==> src/rtl/bsram_pkg.sv <==
package bsram_pkg;
  localparam int unsigned LANE_W  = 9;
  localparam int unsigned BURST_W = 2;

  typedef enum logic [1:0] {
    OP_NONE  = 2'd0,
    OP_READ  = 2'd1,
    OP_WRITE = 2'd2
  } op_e;
endpackage

==> src/rtl/bsram_burst_ctl.sv <==
// Load capture, chip-select gating and 2-bit linear burst counter.
module bsram_burst_ctl
  import bsram_pkg::*;
#(
  parameter int unsigned ADDR_W = 6
) (
  input  logic               clk,
  input  logic               rst_n,
  input  logic               step_en,
  input  logic [ADDR_W-1:0]  addr,
  input  logic               ld_n,
  input  logic               adv_n,
  input  logic               en_a_n,
  input  logic               en_b_n,
  input  logic               en_c,
  output logic               acc_go,
  output logic               acc_load,
  output logic [ADDR_W-1:0]  acc_addr,
  output logic               sel_q,
  output logic [BURST_W-1:0] cnt_q
);
  localparam int unsigned HI_W = ADDR_W - BURST_W;

  logic               load;
  logic               sel_d;
  logic [HI_W-1:0]    hi_q;
  logic [HI_W-1:0]    hi_d;
  logic [BURST_W-1:0] cnt_d;

  // Next state: enables matter only when a new address is taken.
  always_comb begin
    load  = ~ld_n & ~en_a_n;
    sel_d = sel_q;
    hi_d  = hi_q;
    cnt_d = cnt_q;
    if (load) begin
      sel_d = ~en_b_n & en_c;
      hi_d  = addr[ADDR_W-1:BURST_W];
      cnt_d = addr[BURST_W-1:0];
    end else if (sel_q && !adv_n) begin
      cnt_d = cnt_q + 1'b1;
    end
    acc_go   = sel_d;
    acc_load = load;
    acc_addr = {hi_d, cnt_d};
  end

  always_ff @(posedge clk or negedge rst_n) begin
    if (!rst_n) begin
      sel_q <= 1'b0;
      hi_q  <= '0;
      cnt_q <= '0;
    end else if (step_en) begin
      sel_q <= sel_d;
      hi_q  <= hi_d;
      cnt_q <= cnt_d;
    end
  end
endmodule

==> src/rtl/bsram_lane_dec.sv <==
// Lane write decode: the global strobe has priority over the byte strobe.
module bsram_lane_dec #(
  parameter int unsigned LANES = 4
) (
  input  logic             wr_all_n,
  input  logic             wr_byte_n,
  input  logic [LANES-1:0] lane_n,
  output logic             wr_any,
  output logic [LANES-1:0] lane_we
);
  assign wr_any = ~wr_all_n | ~wr_byte_n;

  for (genvar i = 0; i < LANES; i++) begin : g_lane
    assign lane_we[i] = ~wr_all_n | (~wr_byte_n & ~lane_n[i]);
  end
endmodule

==> src/rtl/bsram_array.sv <==
// Access register, per-lane storage and two-stage read pipeline.
module bsram_array
  import bsram_pkg::*;
#(
  parameter int unsigned LANES  = 4,
  parameter int unsigned ADDR_W = 6
) (
  input  logic                      clk,
  input  logic                      rst_n,
  input  logic                      step_en,
  input  op_e                       req_op,
  input  logic [ADDR_W-1:0]         req_addr,
  input  logic [LANES-1:0]          req_we,
  input  logic [LANES*LANE_W-1:0]   req_data,
  output logic                      out_vld,
  output logic [LANES*LANE_W-1:0]   out_data
);
  localparam int unsigned DATA_W = LANES * LANE_W;
  localparam int unsigned DEPTH  = 1 << ADDR_W;

  op_e                a_op;
  logic [ADDR_W-1:0]  a_addr;
  logic [LANES-1:0]   a_we;
  logic [DATA_W-1:0]  a_data;
  logic [DATA_W-1:0]  rd_word;
  logic               r_vld;
  logic               r_vld_d;
  logic [DATA_W-1:0]  r_data;
  logic               a_is_wr;

  assign a_is_wr = (a_op == OP_WRITE);
  assign r_vld_d = (a_op == OP_READ);

  // Control registers carry reset.
  always_ff @(posedge clk or negedge rst_n) begin
    if (!rst_n) begin
      a_op    <= OP_NONE;
      r_vld   <= 1'b0;
      out_vld <= 1'b0;
    end else if (step_en) begin
      a_op    <= req_op;
      r_vld   <= r_vld_d;
      out_vld <= r_vld;
    end
  end

  // Datapath registers carry no reset.
  always_ff @(posedge clk) begin
    if (step_en) begin
      a_addr <= req_addr;
      a_we   <= req_we;
      a_data <= req_data;
      if (r_vld_d) r_data   <= rd_word;
      if (r_vld)   out_data <= r_data;
    end
  end

  for (genvar g = 0; g < LANES; g++) begin : g_mem
    logic [LANE_W-1:0] mem [DEPTH];

    always_ff @(posedge clk) begin
      if (step_en && a_is_wr && a_we[g]) begin
        mem[a_addr] <= a_data[g*LANE_W +: LANE_W];
      end
    end

    assign rd_word[g*LANE_W +: LANE_W] = mem[a_addr];
  end
endmodule

==> src/rtl/bsram_front.sv <==
module bsram_front
  import bsram_pkg::*;
#(
  parameter int unsigned LANES  = 4,
  parameter int unsigned ADDR_W = 6
) (
  input  logic                     clk,
  input  logic                     rst_n,
  input  logic                     snooze,
  input  logic [ADDR_W-1:0]        addr,
  input  logic                     ld_n,
  input  logic                     adv_n,
  input  logic                     en_a_n,
  input  logic                     en_b_n,
  input  logic                     en_c,
  input  logic                     wr_all_n,
  input  logic                     wr_byte_n,
  input  logic [LANES-1:0]         lane_n,
  input  logic [LANES*LANE_W-1:0]  wr_data,
  input  logic                     oe_n,
  output logic                     rd_drive,
  output logic [LANES*LANE_W-1:0]  rd_data
);
  localparam int unsigned DATA_W = LANES * LANE_W;

  logic [1:0]         rst_pipe;
  logic               rst_q_n;
  logic               step_en;
  logic               acc_go;
  logic               acc_load;
  logic [ADDR_W-1:0]  acc_addr;
  logic               sel_q;
  logic [BURST_W-1:0] cnt_q;
  logic               wr_any;
  logic [LANES-1:0]   lane_we;
  op_e                op;
  logic               out_vld;
  logic [DATA_W-1:0]  out_data;

  // Asynchronous assertion, synchronous release.
  always_ff @(posedge clk or negedge rst_n) begin
    if (!rst_n) rst_pipe <= 2'b00;
    else        rst_pipe <= {rst_pipe[0], 1'b1};
  end
  assign rst_q_n = rst_pipe[1];

  // Snooze acts as a clock enable on every register.
  assign step_en = ~snooze;

  bsram_burst_ctl #(.ADDR_W(ADDR_W)) burst_i (
    .clk      (clk),
    .rst_n    (rst_q_n),
    .step_en  (step_en),
    .addr     (addr),
    .ld_n     (ld_n),
    .adv_n    (adv_n),
    .en_a_n   (en_a_n),
    .en_b_n   (en_b_n),
    .en_c     (en_c),
    .acc_go   (acc_go),
    .acc_load (acc_load),
    .acc_addr (acc_addr),
    .sel_q    (sel_q),
    .cnt_q    (cnt_q)
  );

  bsram_lane_dec #(.LANES(LANES)) dec_i (
    .wr_all_n  (wr_all_n),
    .wr_byte_n (wr_byte_n),
    .lane_n    (lane_n),
    .wr_any    (wr_any),
    .lane_we   (lane_we)
  );

  // A load cycle is always a read; write strobes count from the next beat.
  always_comb begin
    if (!acc_go)                op = OP_NONE;
    else if (acc_load || !wr_any) op = OP_READ;
    else                        op = OP_WRITE;
  end

  bsram_array #(.LANES(LANES), .ADDR_W(ADDR_W)) array_i (
    .clk      (clk),
    .rst_n    (rst_q_n),
    .step_en  (step_en),
    .req_op   (op),
    .req_addr (acc_addr),
    .req_we   (lane_we),
    .req_data (wr_data),
    .out_vld  (out_vld),
    .out_data (out_data)
  );

  assign rd_drive = out_vld & ~oe_n & ~snooze;
  assign rd_data  = rd_drive ? out_data : '0;
endmodule

==> config.mk <==
export PLATFORM = sky130hd
export DESIGN_NAME = bsram_front
export DESIGN_NICKNAME = d
export VERILOG_FILES = /design/src/rtl/bsram_pkg.sv /design/src/rtl/bsram_burst_ctl.sv /design/src/rtl/bsram_lane_dec.sv /design/src/rtl/bsram_array.sv /design/src/rtl/bsram_front.sv
export SDC_FILE = /design/constraint.sdc
export NUM_CORES = 2
export LEC_CHECK = 0
export ABC_CLOCK_PERIOD_IN_PS = 1010
export CORE_ASPECT_RATIO = 1.4
export CORE_MARGIN = 2
export CORE_UTILIZATION = 45
export CTS_BUF_LIST = sky130_fd_sc_hd__clkbuf_8 sky130_fd_sc_hd__clkbuf_16
export DETAILED_ROUTE_END_ITERATION = 8
export SLEW_MARGIN = 20
export SYNTH_ARGS = -nofsm -noshare
export SYNTH_HDL_FRONTEND = slang
export SYNTH_HIERARCHICAL = 1
export SYNTH_SLANG_ARGS = --single-unit
export TNS_END_PERCENT = 1
==> constraint.sdc <==
create_clock -name clk -period 1.01 [get_ports clk]
set_input_delay 0.1515 -clock clk [delete_from_list [all_inputs] [get_ports clk]]
set_output_delay 0.1515 -clock clk [all_outputs]
set_load 0.03 [all_outputs]
==> After elaboration in Yosys (flattened, before gate mapping) <==
Memory sizes are Yosys's and may differ from the RTL's. A register that Yosys moved wholly into a read port is not among the register bits.
Index checks and enable logic that the tools add are counted.
{ "classes": {"addsub": 1, "n_eq_ne": 2, "n_mux": 15, "bitwise_logic": 24, "reduce_logical": 11} }
{ "op_table": {"columns": ["operator", "n"], "rows": [
  ["$mux W36", 1],
  ["$not A1 Y1", 11],
  ["$mux W1", 9],
  ["$and A1 B1 Y1", 8],
  ["$mux W2", 4],
  ["$logic_and A1 B1 Y1", 6],
  ["$or A1 B1 Y1", 5],
  ["$mux W4", 1],
  ["$reduce_and A2 Y1", 2],
  ["$add A2 B1 Y2 const B", 1],
  ["$eq A2 B1 Y1 const B", 1],
  ["$eq A2 B2 Y1 const B", 1],
  ["$logic_not A1 Y1", 2],
  ["$logic_or A1 B1 Y1", 1]
]} }
{ "word_totals": {"ff_bits": 95, "ram_bits": 2304, "inputBits": 57, "out_inout_bits": 37, "elab_cells": 68, "mem_count": 4} }
{ "memory_table": {"columns": ["memory", "depth", "word_bits", "read_ports", "rd_ports_with_merged_regs", "wr", "line", "rtl"], "rows": [
  ["array_i.g_mem[0].mem", 64, 9, 1, 1, 1, "bsram_array.sv:59", "logic [LANE_W-1:0] mem [DEPTH];"],
  ["array_i.g_mem[1].mem", 64, 9, 1, 1, 1, "bsram_array.sv:59", null],
  ["array_i.g_mem[2].mem", 64, 9, 1, 1, 1, "bsram_array.sv:59", null],
  ["array_i.g_mem[3].mem", 64, 9, 1, 1, 1, "bsram_array.sv:59", null]
]} }

==> Longest topological paths before layout <==
{ "logic_depth": {"depth_word": 6, "mapped_depth": 12, "mapped_depth_nobuf": 6} }

==> Modules after synthesis <==
Netlist, hierarchy kept.
{ "modules_own_cells": {"columns": ["module", "instances", "cells_per_inst", "area_each_um2", "seq_area_each_um2"], "rows": [
  ["bsram_array", 1, 5309, 92672.6, 72829.8],
  ["bsram_burst_ctl", 1, 50, 445.4, 175.2],
  ["bsram_front", 1, 47, 372.9, 50.0],
  ["bsram_lane_dec", 1, 5, 23.8, 0.0]
]} }

==> Worst setup path after synthesis <==
No wires, ideal clock.
{ "synth_timing": {"path_kind": "input to register", "start": "input snooze", "end": "register array_i.r_data[0], read port of array_i.g_mem[0].mem (enable)", "setup_ns": 0.429, "arrival_time_ns": 2.965, "t_required_ns": 0.581, "path_slack_ns": -2.385, "stages": 3, "path_buffers": 0, "cell_sequence": "inv_1 > nand2_1 > nor2_1"} }
{ "synth_via": {"elab_chain_cells": 2} }
{ "synth_lines": {"columns": ["element", "line", "rtl"], "rows": [
  ["start, declared", "bsram_front.sv:9", "input logic snooze,"],
  ["$not A1 Y1 (no source line)", null, null],
  ["$reduce_and A2 Y1 (no source line)", null, null],
  ["end, declared", "bsram_array.sv:28", "logic [DATA_W-1:0] r_data;"]
]} }
Every way passes these cells.
A chain may end at the register's enable or synchronous reset.

==> flow_metrics.env <==
export IMPL_outcome="finished with violations"
export IMPL_violations="setup timing"
export IMPL_period_needed_ps=2840
export IMPL_clk_latency_ps=930
export IMPL_postRouteAntennaNets=0
export IMPL_ys_seq_elements=2435
export IMPL_netlist_area_um2=93500
export IMPL_cts_root_buf="clkbuf_16"
export IMPL_design_area_um2=123000
export IMPL_dp_hpwl_um=212000
export IMPL_power_density_nw_per_um2=1900
export IMPL_gp_congestion=0.968
export IMPL_synth_simple_gate_area_share_pct=3.70
export IMPL_firstDrtPassIters=7
export IMPL_synth_top_family_by_area="compound AO/OA/AOI/OAI gates"
export IMPL_clockPowerShare_pct=36.9
export IMPL_rsz0062_at_grt="yes"
export IMPL_reg2reg_from="array_i/a_addr[1]"
export IMPL_clock_path_buffers=4
export IMPL_cp_start_kind="flop"
export IMPL_drive_gt1_share_pct=35.2
export IMPL_synthArstFlopShare_pct=0.534
export IMPL_cts_num_sinks=2435
export IMPL_layout_common_cells="edfxtp_1 (2,422), buf_4 (555), buf_12 (476)"
export IMPL_peakVddDrop_mv=1.53
export IMPL_cap_violations=0
export IMPL_hold_path_startpoint="wr_data[7]"
export IMPL_synth_ff_type="edfxtp_1"
export IMPL_synth_cells=5411
export IMPL_slew_headroom_pct=48.4
export IMPL_wl_um=316000
export IMPL_first_iter_violations=7470
export IMPL_synth_top_cell_area_share_pct=77.8
export IMPL_period_share_pct=281
export IMPL_dpl_worst_slack_ps=-2230
export IMPL_p_leak_nw=40.8
export IMPL_grt_pass1_wl_um=432000
export IMPL_setup_viol=3732
export IMPL_rows=198
export IMPL_seq_power_share_pct=48.0
export IMPL_hold_slack_ps=10.1
export IMPL_yosys_warnings=6
export IMPL_p_int_mw=175
export IMPL_end_kind="flop"
export IMPL_grt_overflow=0
export IMPL_grt_max_degree=65
export IMPL_post_route_util_pct=59.5
export IMPL_instances_no_fill=9388
export IMPL_synth_xor_area_share_pct=0.0187
export IMPL_switching_share_pct=25.3
export IMPL_synth_edf_count=2422
export IMPL_area_growth_pct=31.9
export IMPL_fin_skew_ps=65.3
export IMPL_crit_fanout=15
export IMPL_antenna_found_initial=18
export IMPL_clk_pin_slew_ps=70
export IMPL_cts_tree="yes"
export IMPL_combPwrFrac_pct=15.1
export IMPL_synthTopCellsByArea="edfxtp_1 (78%), mux2i_1 (2.8%), a22oi_1 (2.8%), a221oi_1 (2.4%), nor2_1 (1.6%)"
export IMPL_fin_nets=6564
export IMPL_drc=0
export IMPL_grt_use_total_pct=29.1
export IMPL_numCtsBuffers=224
export IMPL_io_buffers=93
export IMPL_synthAdderAreaFrac_pct=0
export IMPL_hold_viol_final=0
export IMPL_muxShareOfSynthArea_pct=5.28
export IMPL_worstPathArrival_ps=3410
export IMPL_worstMarginPinSlew_ps=772
export IMPL_vias=58400
export IMPL_max_freq_mhz=352
export IMPL_htree_levels=4
export IMPL_synth_compound_area_share_pct=10.7
export IMPL_io_pin_count=94
export IMPL_path_class="flop to flop"
export IMPL_startpoint="array_i/a_addr[1]"
export IMPL_syn_area_per_cell_um2=17.3
export IMPL_critical_path_required_ps=1580
export IMPL_dp_cells=8802
export IMPL_hold_class="input pin to flop"
export IMPL_r2r_setup_slack_ps=-1830
export IMPL_start_util_pct=45.2
export IMPL_final_common_cell="edfxtp_1"
export IMPL_syn_num_nets=5468
export IMPL_vias_per_cell=6.22
export IMPL_die_area_um2=212000
export IMPL_die_y_um=543
export IMPL_core_um2=207000
export IMPL_grt_pass1_vias=57500
export IMPL_yosys_area_top_type="edfxtp_1"
export IMPL_slew_viol_final=0
export IMPL_synthDistinctLibCells=66
export IMPL_power_switching_mw=59.5
export IMPL_fin_ws_ps=-1830
export IMPL_wl_per_cell_um=33.6
export IMPL_post_dp_cell_area_um2=111000
export IMPL_die_width_um=389
export IMPL_ys_seq_area_share_pct=78.1
==> what timing repair did <==
| item | 4_1_cts | 5_1_grt |
|---|---|---|
| gates cloned | 13 | 11 |
| resized for setup | 302 | 359 |
| hold buffers | 48 | 0 |
| pin swaps | 61 | 95 |
| endpoints found under the setup margin | 3507 | 3899 |
| setup buffers | 65 | 56 |
| hold endpoints to repair | 48 | 0 |
==> power by group through the flow <==
stage	clock network (mW)	logic, mW	registers (mW)
floorplan	0	13.4	116
global placement	0	29.3	115
detailed placement	0	29.6	115
CTS	86.5	32.2	113
global route	90.3	36.4	113
finish	86.8	35.4	113
==> kinds of logic (layout without fill, tap and decap cells) <==
group / count (synthesis) / count (layout)
xor+xnor: 2 / 2
flops: 2435 / 2435
simple gates: 763 / 767
other cells: 1 / 5
mux: 428 / 428
buf+inv: 408 / 1677
compound gates: 1374 / 1374
==> metal layers <==
layer	routed length, um	vias to the layer above	global-route usage (%)
met5	295	-	0
li1	-	24300	-
met2	152000	3279	48.1
met4	23800	14	17.7
met3	27600	832	5.23
met1	112000	29900	35.7
==> layout make-up <==
type / instances / area (um2)
Fill cell: 15000 / 83800
Clock inverter: 178 / 1730
Clock buffer: 225 / 5630
Tap cell: 2700 / 3380
Multi-Input combinational cell: 2572 / 22600
Sequential cell: 2435 / 73100
Timing Repair Buffer: 1266 / 16900
Antenna cell: 4 / 10.0
Inverter: 8 / 46.3
==> stage by stage <==
step	total power, mW	TNS (ps)
2_1_floorplan	129	-3855520
3_3_place_gp	144	-3641140
3_5_place_dp	145	-3721300
4_1_cts	232	-3311230
5_1_grt	239	-3526500
6_report	235	-3489150
==> cell usage after synthesis, types with 16 or more instances <==
master / count
edfxtp_1: 2422
nor2_1: 388
a22oi_1: 351
mux2i_1: 266
a221oi_1: 258
clkbuf_1: 186
a21oi_1: 170
o22ai_1: 165
nand2_1: 159
buf_2: 131
o21ai_0: 108
mux2_2: 101
a22o_1: 71
a211oi_1: 61
mux4_2: 39
a2bb2oi_1: 32
and3_1: 32
buf_1: 31
buf_6: 31
o22a_1: 30
a31oi_1: 29
and2_1: 25
nand3_1: 24
buf_4: 20
o32ai_1: 20
mux2_1: 18
nand3b_1: 18
nand4_1: 18
nor4_1: 18
or3_1: 18
or4_1: 17
and2_2: 16
==> critical path, cell delays in order, from the launching register on <==
cell      delay (ps)
edfxtp_1         460
buf_12           190
buf_4            160
inv_6            230
buf_12           180
buf_4            310
a21oi_2          120
a221oi_2         210
buf_4            160
o22a_1           200
nand4_1          270
==> sequential cells by signal, summed over array words and instances (netlist names) <==
signal / flops
array_i/out_data: 36
burst_i/sel_q: 1
array_i/out_vld: 1
burst_i/cnt_q: 2
rst_pipe: 2
array_i/r_vld: 1
array_i/r_data: 36
array_i/a_addr: 6
array_i/a_we: 4
burst_i/hi_q: 4
array_i/g_mem.mem: 2304
array_i/a_op: 2
array_i/a_data: 36
==> worst paths after layout <==
| kind | cells after the start | end |
|---|---|---|
| max | 10 | array_i/r_data[31] |
| min | 1 | array_i/a_data[7] |
| max reg2reg | 10 | array_i/r_data[31] |
| min reg2reg | 0 | burst_i/hi_q[2] |
| max in group asynchronous | 3 | rst_pipe[1] |
| min in group asynchronous | 0 | burst_i/hi_q[2] |
Note: power is estimated with default switching activity, not from simulation.
